$ cat src/rtl/clkdiv_pkg.sv
package clkdiv_pkg;
  typedef enum logic [1:0] {
    SW_RUN   = 2'd0,
    SW_DRAIN = 2'd1,
    SW_WAIT1 = 2'd2,
    SW_WAIT2 = 2'd3
  } sw_state_e;
endpackage

$ cat src/rtl/clkdiv_src_sync.sv
module clkdiv_src_sync #(
  parameter int NSRC = 8
) (
  input  logic            clk,
  input  logic            rst_n,
  input  logic [NSRC-1:0] src_in,
  output logic [NSRC-1:0] src_rise
);
  genvar gi;
  generate
    for (gi = 0; gi < NSRC; gi++) begin : g_lane
      logic meta_q, sync_q, prev_q;
      always_ff @(posedge clk or negedge rst_n) begin
        if (!rst_n) begin
          meta_q <= 1'b0;
          sync_q <= 1'b0;
          prev_q <= 1'b0;
        end else begin
          meta_q <= src_in[gi];
          sync_q <= meta_q;
          prev_q <= sync_q;
        end
      end
      assign src_rise[gi] = sync_q & ~prev_q;
    end
  endgenerate
endmodule

$ cat src/rtl/clkdiv_switch.sv
module clkdiv_switch
  import clkdiv_pkg::*;
#(
  parameter int NSRC = 8,
  localparam int SELW = $clog2(NSRC)
) (
  input  logic            clk,
  input  logic            rst_n,
  input  logic [NSRC-1:0] src_rise,
  input  logic [SELW-1:0] req_sel,
  input  logic            safe_stop,
  input  logic            div_idle,
  output logic            sel_tick,
  output logic            run
);
  sw_state_e      st_q, st_n;
  logic [SELW-1:0] cur_q, cur_n;

  assign sel_tick = src_rise[cur_q];
  assign run      = (st_q == SW_RUN) || (st_q == SW_DRAIN);

  always_comb begin
    st_n  = st_q;
    cur_n = cur_q;
    unique case (st_q)
      SW_RUN: begin
        if (req_sel != cur_q) st_n = SW_DRAIN;
      end
      SW_DRAIN: begin
        if (div_idle || (sel_tick && safe_stop)) begin
          cur_n = req_sel;
          st_n  = SW_WAIT1;
        end
      end
      SW_WAIT1: begin
        if (sel_tick) st_n = SW_WAIT2;
      end
      SW_WAIT2: begin
        if (sel_tick) st_n = SW_RUN;
      end
      default: st_n = SW_RUN;
    endcase
  end

  always_ff @(posedge clk or negedge rst_n) begin
    if (!rst_n) begin
      st_q  <= SW_RUN;
      cur_q <= '0;
    end else begin
      st_q  <= st_n;
      cur_q <= cur_n;
    end
  end


  sel_hold_chk: assert property (@(posedge clk) disable iff (!rst_n)
    (st_q != SW_DRAIN) |=> $stable(cur_q));


  wait_order_chk: assert property (@(posedge clk) disable iff (!rst_n)
    (st_q == SW_WAIT1) |=> (st_q == SW_WAIT1 || st_q == SW_WAIT2));
endmodule

$ cat src/rtl/clkdiv_core.sv
module clkdiv_core #(
  parameter int DW = 16
) (
  input  logic          clk,
  input  logic          rst_n,
  input  logic          tick,
  input  logic          run,
  input  logic          en,
  input  logic [DW-1:0] div_val,
  output logic          out_clk,
  output logic          tc,
  output logic          safe_stop,
  output logic          idle
);
  logic [DW-1:0] cnt_q, cnt_n, term_q, term_n, term_new;
  logic          out_q, out_n, tc_q, tc_n, idle_q, idle_n;
  logic [DW:0]   half, cnt_inc;
  logic          active, at_term;

  assign active   = run & en;
  assign term_new = (div_val == '0) ? {{(DW-1){1'b0}}, 1'b1} : div_val;
  assign half     = ({1'b0, term_q} + {{DW{1'b0}}, 1'b1}) >> 1;
  assign cnt_inc  = {1'b0, cnt_q} + {{DW{1'b0}}, 1'b1};
  assign at_term  = (cnt_q == term_q);

  assign safe_stop = active & tick & ~idle_q & ~at_term & (cnt_inc >= half);

  always_comb begin
    cnt_n  = cnt_q;
    term_n = term_q;
    out_n  = out_q;
    idle_n = idle_q;
    tc_n   = 1'b0;
    if (!active) begin
      cnt_n  = '0;
      out_n  = 1'b0;
      idle_n = 1'b1;
    end else if (tick) begin
      if (idle_q) begin
        cnt_n  = '0;
        term_n = term_new;
        out_n  = 1'b1;
        idle_n = 1'b0;
      end else if (at_term) begin
        cnt_n  = '0;
        term_n = term_new;
        out_n  = 1'b1;
        tc_n   = 1'b1;
      end else begin
        cnt_n = cnt_inc[DW-1:0];
        out_n = (cnt_inc < half);
      end
    end
  end

  always_ff @(posedge clk or negedge rst_n) begin
    if (!rst_n) begin
      cnt_q  <= '0;
      term_q <= {{(DW-1){1'b0}}, 1'b1};
      out_q  <= 1'b0;
      tc_q   <= 1'b0;
      idle_q <= 1'b1;
    end else begin
      cnt_q  <= cnt_n;
      term_q <= term_n;
      out_q  <= out_n;
      tc_q   <= tc_n;
      idle_q <= idle_n;
    end
  end

  assign out_clk = out_q;
  assign tc      = tc_q;
  assign idle    = idle_q;


  cnt_range_chk: assert property (@(posedge clk) disable iff (!rst_n)
    cnt_q <= term_q);


  tc_single_chk: assert property (@(posedge clk) disable iff (!rst_n)
    tc_q |=> !tc_q);


  rise_at_zero_chk: assert property (@(posedge clk) disable iff (!rst_n)
    $rose(out_q) |-> (cnt_q == '0));


  off_low_chk: assert property (@(posedge clk) disable iff (!rst_n)
    !(run && en) |=> (!out_q && !tc_q));


  term_hold_chk: assert property (@(posedge clk) disable iff (!rst_n)
    (active && !idle_q && !(tick && at_term)) |=> $stable(term_q));
endmodule

$ cat src/rtl/clkdiv_slice.sv
module clkdiv_slice #(
  parameter int NSRC = 8,
  parameter int DW   = 16,
  localparam int SELW = $clog2(NSRC)
) (
  input  logic            clk_sys,
  input  logic            rst_n,
  input  logic [NSRC-1:0] src_clk,
  input  logic [SELW-1:0] src_sel,
  input  logic [DW-1:0]   div_val,
  input  logic            div_en,
  output logic            clk_out,
  output logic            tc_pulse
);
  logic rst_m_q, rst_s_q;
  always_ff @(posedge clk_sys or negedge rst_n) begin
    if (!rst_n) begin
      rst_m_q <= 1'b0;
      rst_s_q <= 1'b0;
    end else begin
      rst_m_q <= 1'b1;
      rst_s_q <= rst_m_q;
    end
  end

  logic [NSRC-1:0] rise;
  logic            tick, run, safe_stop, idle;

  clkdiv_src_sync #(.NSRC(NSRC)) u_sync (
    .clk      (clk_sys),
    .rst_n    (rst_s_q),
    .src_in   (src_clk),
    .src_rise (rise)
  );

  clkdiv_switch #(.NSRC(NSRC)) u_sw (
    .clk       (clk_sys),
    .rst_n     (rst_s_q),
    .src_rise  (rise),
    .req_sel   (src_sel),
    .safe_stop (safe_stop),
    .div_idle  (idle),
    .sel_tick  (tick),
    .run       (run)
  );

  clkdiv_core #(.DW(DW)) u_core (
    .clk       (clk_sys),
    .rst_n     (rst_s_q),
    .tick      (tick),
    .run       (run),
    .en        (div_en),
    .div_val   (div_val),
    .out_clk   (clk_out),
    .tc        (tc_pulse),
    .safe_stop (safe_stop),
    .idle      (idle)
  );


  run_gate_chk: assert property (@(posedge clk_sys) disable iff (!rst_s_q)
    !run |=> !$rose(clk_out));


  tc_with_rise_chk: assert property (@(posedge clk_sys) disable iff (!rst_s_q)
    tc_pulse |-> clk_out);
endmodule

$ cat config.mk
export PLATFORM = sky130hd
export DESIGN_NAME = clkdiv_slice
export DESIGN_NICKNAME = d
export VERILOG_FILES = /design/src/rtl/clkdiv_pkg.sv /design/src/rtl/clkdiv_src_sync.sv /design/src/rtl/clkdiv_switch.sv /design/src/rtl/clkdiv_core.sv /design/src/rtl/clkdiv_slice.sv
export SDC_FILE = /design/constraint.sdc
export NUM_CORES = 1
export LEC_CHECK = 0
export BUFFER_PORTS_ARGS = -buffer_cell sky130_fd_sc_hd__clkbuf_2
export CORE_ASPECT_RATIO = 1.4
export CORE_UTILIZATION = 45
export CTS_BUF_LIST = sky130_fd_sc_hd__clkbuf_8
export DETAILED_ROUTE_END_ITERATION = 10
export GPL_ROUTABILITY_DRIVEN = 0
export SLEW_MARGIN = 40
export SYNTH_ARGS = -nofsm -noshare
export SYNTH_HDL_FRONTEND = slang
export SYNTH_HIERARCHICAL = 1
export SYNTH_SLANG_ARGS = --single-unit
$ cat constraint.sdc
create_clock -name clk_sys -period 2.3 [get_ports clk_sys]
set_clock_uncertainty 0.1 [all_clocks]
set_input_delay 0.46 -clock clk_sys [delete_from_list [all_inputs] [get_ports clk_sys]]
set_output_delay 0.46 -clock clk_sys [all_outputs]
set_load 0.005 [all_outputs]
## Word level (Yosys, flattened, before mapping)

Index checks and enable logic that the tools add are counted.

- Register bits: 66
- Input bits: 30
- Output and inout bits: 2
- Logic and storage cells: 104

- Bitwise operators: 23
- Reductions and logical operators: 9
- Eq/ne operators: 10
- $lt $le $gt $ge: 3
- Add/subtract/negate cells: 2
- Muxes and demuxes: 24

Operator list:

| operator | count |
|---|---|
| 16-bit 2-to-1 mux | 7 |
| 16-bit by 1-bit adder with 17-bit output, second input constant | 2 |
| 17-bit by 16-bit >= comparator with 1-bit output | 1 |
| 17-bit by 16-bit < comparator with 1-bit output | 1 |
| 16-bit == test | 1 |
| 16-bit logical NOT | 1 |
| 1-bit AND | 13 |
| 1-bit 2-to-1 mux | 11 |
| 1-bit NOT | 10 |
| 2-bit 2-to-1 mux | 4 |
| 2-bit inequality test, second input constant | 4 |
| 2-bit case mux with 4 select lines | 1 |
| 2-bit == test, second input constant | 2 |
| 3-bit by 4-bit < comparator with 1-bit output, second input constant | 1 |
| 4-bit AND reduction | 1 |
| 1-bit binary-select mux with 3-bit select | 1 |
| 3-bit inequality test | 1 |
| 3-bit AND reduction | 1 |
| 2-bit by 1-bit == test with 1-bit output, second input constant | 1 |
| 2-bit logical NOT | 1 |
| 1-bit logical OR | 2 |
| 2-bit by 1-bit inequality test with 1-bit output, second input constant | 1 |
| 2-bit AND reduction | 1 |
| 2-bit nonzero test | 1 |
| 1-bit logical AND | 1 |

## Logic depth before layout (Yosys ltp)

- Depth after elaboration: 12
- Mapped depth: 15
- Depth with buffers taken out: 15

## Cells and area by module

Netlist, hierarchy kept.

By module, submodules not included:

| module | area an instance (sq um) | cells each | instances | seq. area each (sq um) |
|---|---|---|---|---|
| clkdiv_core | 2491.1 | 248 | 1 | 878.3 |
| clkdiv_src_sync | 710.7 | 32 | 1 | 600.6 |
| clkdiv_switch | 397.9 | 33 | 1 | 125.1 |
| clkdiv_slice | 53.8 | 3 | 1 | 50.0 |

## Worst setup path after synthesis

Ideal clock, no wire load.

- Path kind: reg2reg
- Start: register u_core.cnt_q[0]
- End: register u_sw.cur_q[0]
- Cell stages (with the launch flop): 14
- Path slack: -1116 ps
- Data arrival time: 3191 ps
- Period minus slack after synthesis: 3416 ps
- Buffers on the path: 0
- Path through: dfrtp_1 > ha_1 > nand3_1 > or2_2 > xnor2_1 > ha_1 > nand4_1 > nor3_1 > a2111o_1 > a211o_1 > o21a_1 > a21oi_2 > or2b_2 > mux2_2

- Cells in the longest elaborated chain, start to end: 7
- Elaborated cells on any way between the ends: 9

RTL lines:

| item | line | RTL |
|---|---|---|
| start: declaration | clkdiv_core.sv:15 | `logic [DW-1:0] cnt_q, cnt_n, term_q, term_n, term_new;` |
| start signal: assignment | clkdiv_core.sv:64 | `cnt_q <= cnt_n;` |
| parallel branches: the longest is 3 deep, another holds 16-bit by 1-bit adder with 17-bit output | -- |  |
| 1-bit AND * | clkdiv_core.sv:26 | `assign safe_stop = active & tick & ~idle_q & ~at_term & (cnt_inc >= half);` |
| named net safe_stop | clkdiv_slice.sv:27 | `logic tick, run, safe_stop, idle;` |
| 1-bit logical AND * | clkdiv_switch.sv:30 | `if (div_idle \|\| (sel_tick && safe_stop)) begin` |
| 1-bit logical OR * | clkdiv_switch.sv:30 |  |
| 2-bit AND reduction (no source line) * | -- |  |
| end signal: assignment | clkdiv_switch.sv:51 | `cur_q <= cur_n;` |
| end: declaration | clkdiv_switch.sv:17 | `logic [SELW-1:0] cur_q, cur_n;` |

Mark *: on every way through the listed nets, which the timed path passes.
A chain may end at the register's enable or synchronous reset.

## Worst setup path after layout

- Start: register u_core.cnt_q[1]
- End: register u_sw.cur_q[2]

Same word-level chain as after synthesis.

==> impl_metrics.json <==
{
  "cp_max_fo": 5,
  "core_um2": 7800,
  "final.min_clock_period_ns": 3.30,
  "startpoint_type": "flip-flop",
  "post_synth_num_cell_types": 49,
  "regArea_um2": 1660,
  "period_share_pct": 144,
  "die_h_um": 109,
  "swShare_pct": 33.7,
  "portBuffers": 31,
  "max_stage_delay_ns": 0.43,
  "initial_core_util_pct": 46.9,
  "num_antenna_cells": 0,
  "place_hpwl_um": 6330,
  "wl_um": 8340,
  "final_cell_mix": "buf_4 (77), dfrtp_1 (62), clkbuf_2 (31), xnor2_1 (27), ha_1 (20)",
  "violations": "negative setup slack",
  "vias": 2823,
  "crit_required_ns": 2.43,
  "hold_viol": 0,
  "setup_viol": 22,
  "final_nets": 483,
  "grtUsageTotal_pct": 22.0,
  "critical_path_arrival_ns": 3.44,
  "ios": 32,
  "std_cell_rows": 38,
  "p_leak_nw": 2.32,
  "antenna_left": 0,
  "cts_tree": "done",
  "powerDensity_nw_per_um2": 967,
  "viasPerCell": 5.27,
  "path_cells": "ha_4, nand3_4, or2_4, nor2_1, xnor2_1, ha_1, a21o_1, a21oi_1, o31ai_1, a211o_1, o21a_1, a21oi_2, or2b_4, mux2_4",
  "p_int_mw": 3.17,
  "hp-class": "reg2async",
  "clk-insertion-delay-late_ns": 0.35,
  "max_freq_ghz": 0.303,
  "synth-async-reset-ratio_pct": 100,
  "synth_nets": 368,
  "multiInputGateArea_um2": 2080,
  "drv_slew": 0,
  "yosysWarnings": 6,
  "drc": 0,
  "syn_avg_cell_area_um2": 11.6,
  "nFillCells": 656,
  "setup_ws_ns": -1.00,
  "grt_max_degree": 25,
  "ys_ff_latch": 66,
  "switching_power_mw": 1.61,
  "grt_antenna_before_repair": 0,
  "clockBufferDepth": 2,
  "ys_seq_area_share_pct": 45.3,
  "synth_edf_count": 0,
  "cts_buffers": 9,
  "htree_levels": 3,
  "clock_power_share_pct": 20.5,
  "fin_tns_setup_ns": -6.67,
  "path_buf_inv": 0,
  "first_pass_iters": 4,
  "met3_length_um": 285,
  "slowest_stage": "dfrtp_1",
  "crit_type": "reg2reg",
  "drive_gt1_share_pct": 44.5,
  "grt_pass1_vias": 2947,
  "met2_length_um": 4560,
  "drt-initial-drc-count": 92,
  "comb_power_share_pct": 46.5,
  "netlist_area_um2": 3650,
  "wl_per_cell_um": 15.6,
  "cts.sinks": 66,
  "clk_pin_slew_worst_paths_ns": 0.08,
  "die_w_um": 78.2,
  "grt_pass1_wl_um": 14000,
  "gr-total-overflow": 0,
  "finalPower_mw": 4.77,
  "root_buffer": "clkbuf_8",
  "syn_to_final_growth_pct": 35.2,
  "syn-instance-count": 316,
  "seq_power_share_pct": 33.1,
  "rsz0062_at_grt": "yes",
  "synthFlopType": "dfrtp_1",
  "die-area_um2": 8490,
  "run_status": "finished, violations left",
  "top_layer": "met4",
  "end_kind": "flip-flop",
  "wirelength_met1_um": 3290,
  "max_cap_violations": 0,
  "layout_commonest_cell": "buf_4",
  "worst_path_dominant_cell_family": "compound AO/OA/AOI/OAI gates",
  "max-vdd-ir-drop_uv": 562
}
sequential cells by signal, summed over array words and instances, names as in the netlist, 2 cells and up:
name,flops
u_sync/g_lane.sync_q,8
u_sync/g_lane.prev_q,8
u_sw/cur_q,3
u_core/cnt_q,16
u_sync/g_lane.meta_q,8
u_core/term_q,16
u_sw/st_q,2
layout make-up:
class | instances | area share (%)
Timing Repair Buffer | 117 | 17.4
Inverter | 5 | 0.380
Multi-Input combinational cell | 232 | 42.2
Sequential cell | 66 | 33.5
Clock inverter | 7 | 1.44
Clock buffer | 9 | 2.51
Tap cell | 100 | 2.53
path summary, 6_finish.rpt:
path | from | end | slack, ns | cells past startpoint
setup / recovery | u_core/cnt_q[1]$_DFFE_PN0P_ | u_sw/cur_q[2]$_DFFE_PN0P_ | -1.00 | 14
hold / removal | rst_s_q$_DFF_PN0_ | u_sync/g_lane[4].sync_q$_DFF_PN0_ | 0.09 | 0
setup reg to reg | u_core/cnt_q[1]$_DFFE_PN0P_ | u_sw/cur_q[2]$_DFFE_PN0P_ | -1.00 | 14
hold reg to reg | rst_s_q$_DFF_PN0_ | u_sync/g_lane[4].sync_q$_DFF_PN0_ | 0.09 | 0
max in group asynchronous | rst_s_q$_DFF_PN0_ | u_core/term_q[0]$_DFFE_PN1P_ | 1.30 | 1
min in group clk_sys | src_clk[2] | u_sync/g_lane[2].meta_q$_DFF_PN0_ | 0.11 | 1
layer usage:
layer,up-vias,global-route usage [%]
li1,1368,-
met1,1376,24.0
met2,57,41.2
met3,22,4.77
met4,0,8.73
met5,-,0
cell families (layout without fill, tap and decap cells):
logic type | Yosys count | in the layout | share of synthesized area, %
other | 1 | 1 | 0.103
DFF | 66 | 66 | 45.3
adders and majority gates | 22 | 22 | 7.53
and+or+nand+nor | 95 | 95 | 15.8
xor gates and xnor gates | 47 | 47 | 11.3
AOI/OAI and AO/OA | 41 | 41 | 8.77
buffers and inverters | 18 | 138 | 2.88
muxes | 26 | 26 | 8.39
power by group through the flow:
stage	Clock, mW	Sequential (mW)	Combinational, mW
after global placement	0	1.59	1.99
after detailed placement	0	1.60	2.04
final	0.977	1.58	2.22
after CTS	1.00	1.58	2.16
after floorplan	0	1.64	1.20
after global routing	1.06	1.61	2.42
Yosys cell counts (4+ instances only):
cell      n  area (µm²)
nor3_1    5        25.0
a21oi_1   5        25.0
dfrtp_1  64        1600
nand4_1  14        87.6
inv_1     5        18.8
nand2_1  16        60.1
o21a_1    5        37.5
ha_1     22         275
xnor2_1  30         263
a22o_1   10        87.6
xor2_1   17         149
nor2_1   18        67.6
nor3b_1   4        30.0
mux2_1   12         135
buf_2     4        20.0
nand3_1  11        55.1
mux2_2   11         124
and3_1    6        37.5
nor2b_4   8         110
nor4_1    5        31.3
stage by stage:
| step | area, µm² | util [%] | setup WS (ns) | hold WS (ns) | cells |
|---|---|---|---|---|---|
| global route | 4940 | 63.3 | -1.19 | 0.0953 | 536 |
| global placement | 4550 | 58.4 | -0.998 | 0.110 | 513 |
| CTS | 4890 | 62.7 | -0.994 | 0.100 | 534 |
| detailed placement | 4550 | 58.4 | -1.06 | 0.113 | 513 |
| finish | 4940 | 63.3 | -1.00 | 0.0950 | 536 |
| floorplan | 3750 | - | -0.835 | 0.0644 | 316 |
what timing repair did:
action                     in CTS  in global routing
setup endpoints to repair      22                 36
hold endpoints to repair        2                  0
pin swaps                      11                  3
setup buffers                   3                  3
gates cloned                    1                  0
hold buffers                    1                  0
gates resized for setup        18                 12
Power figures use the tool's default switching activity.
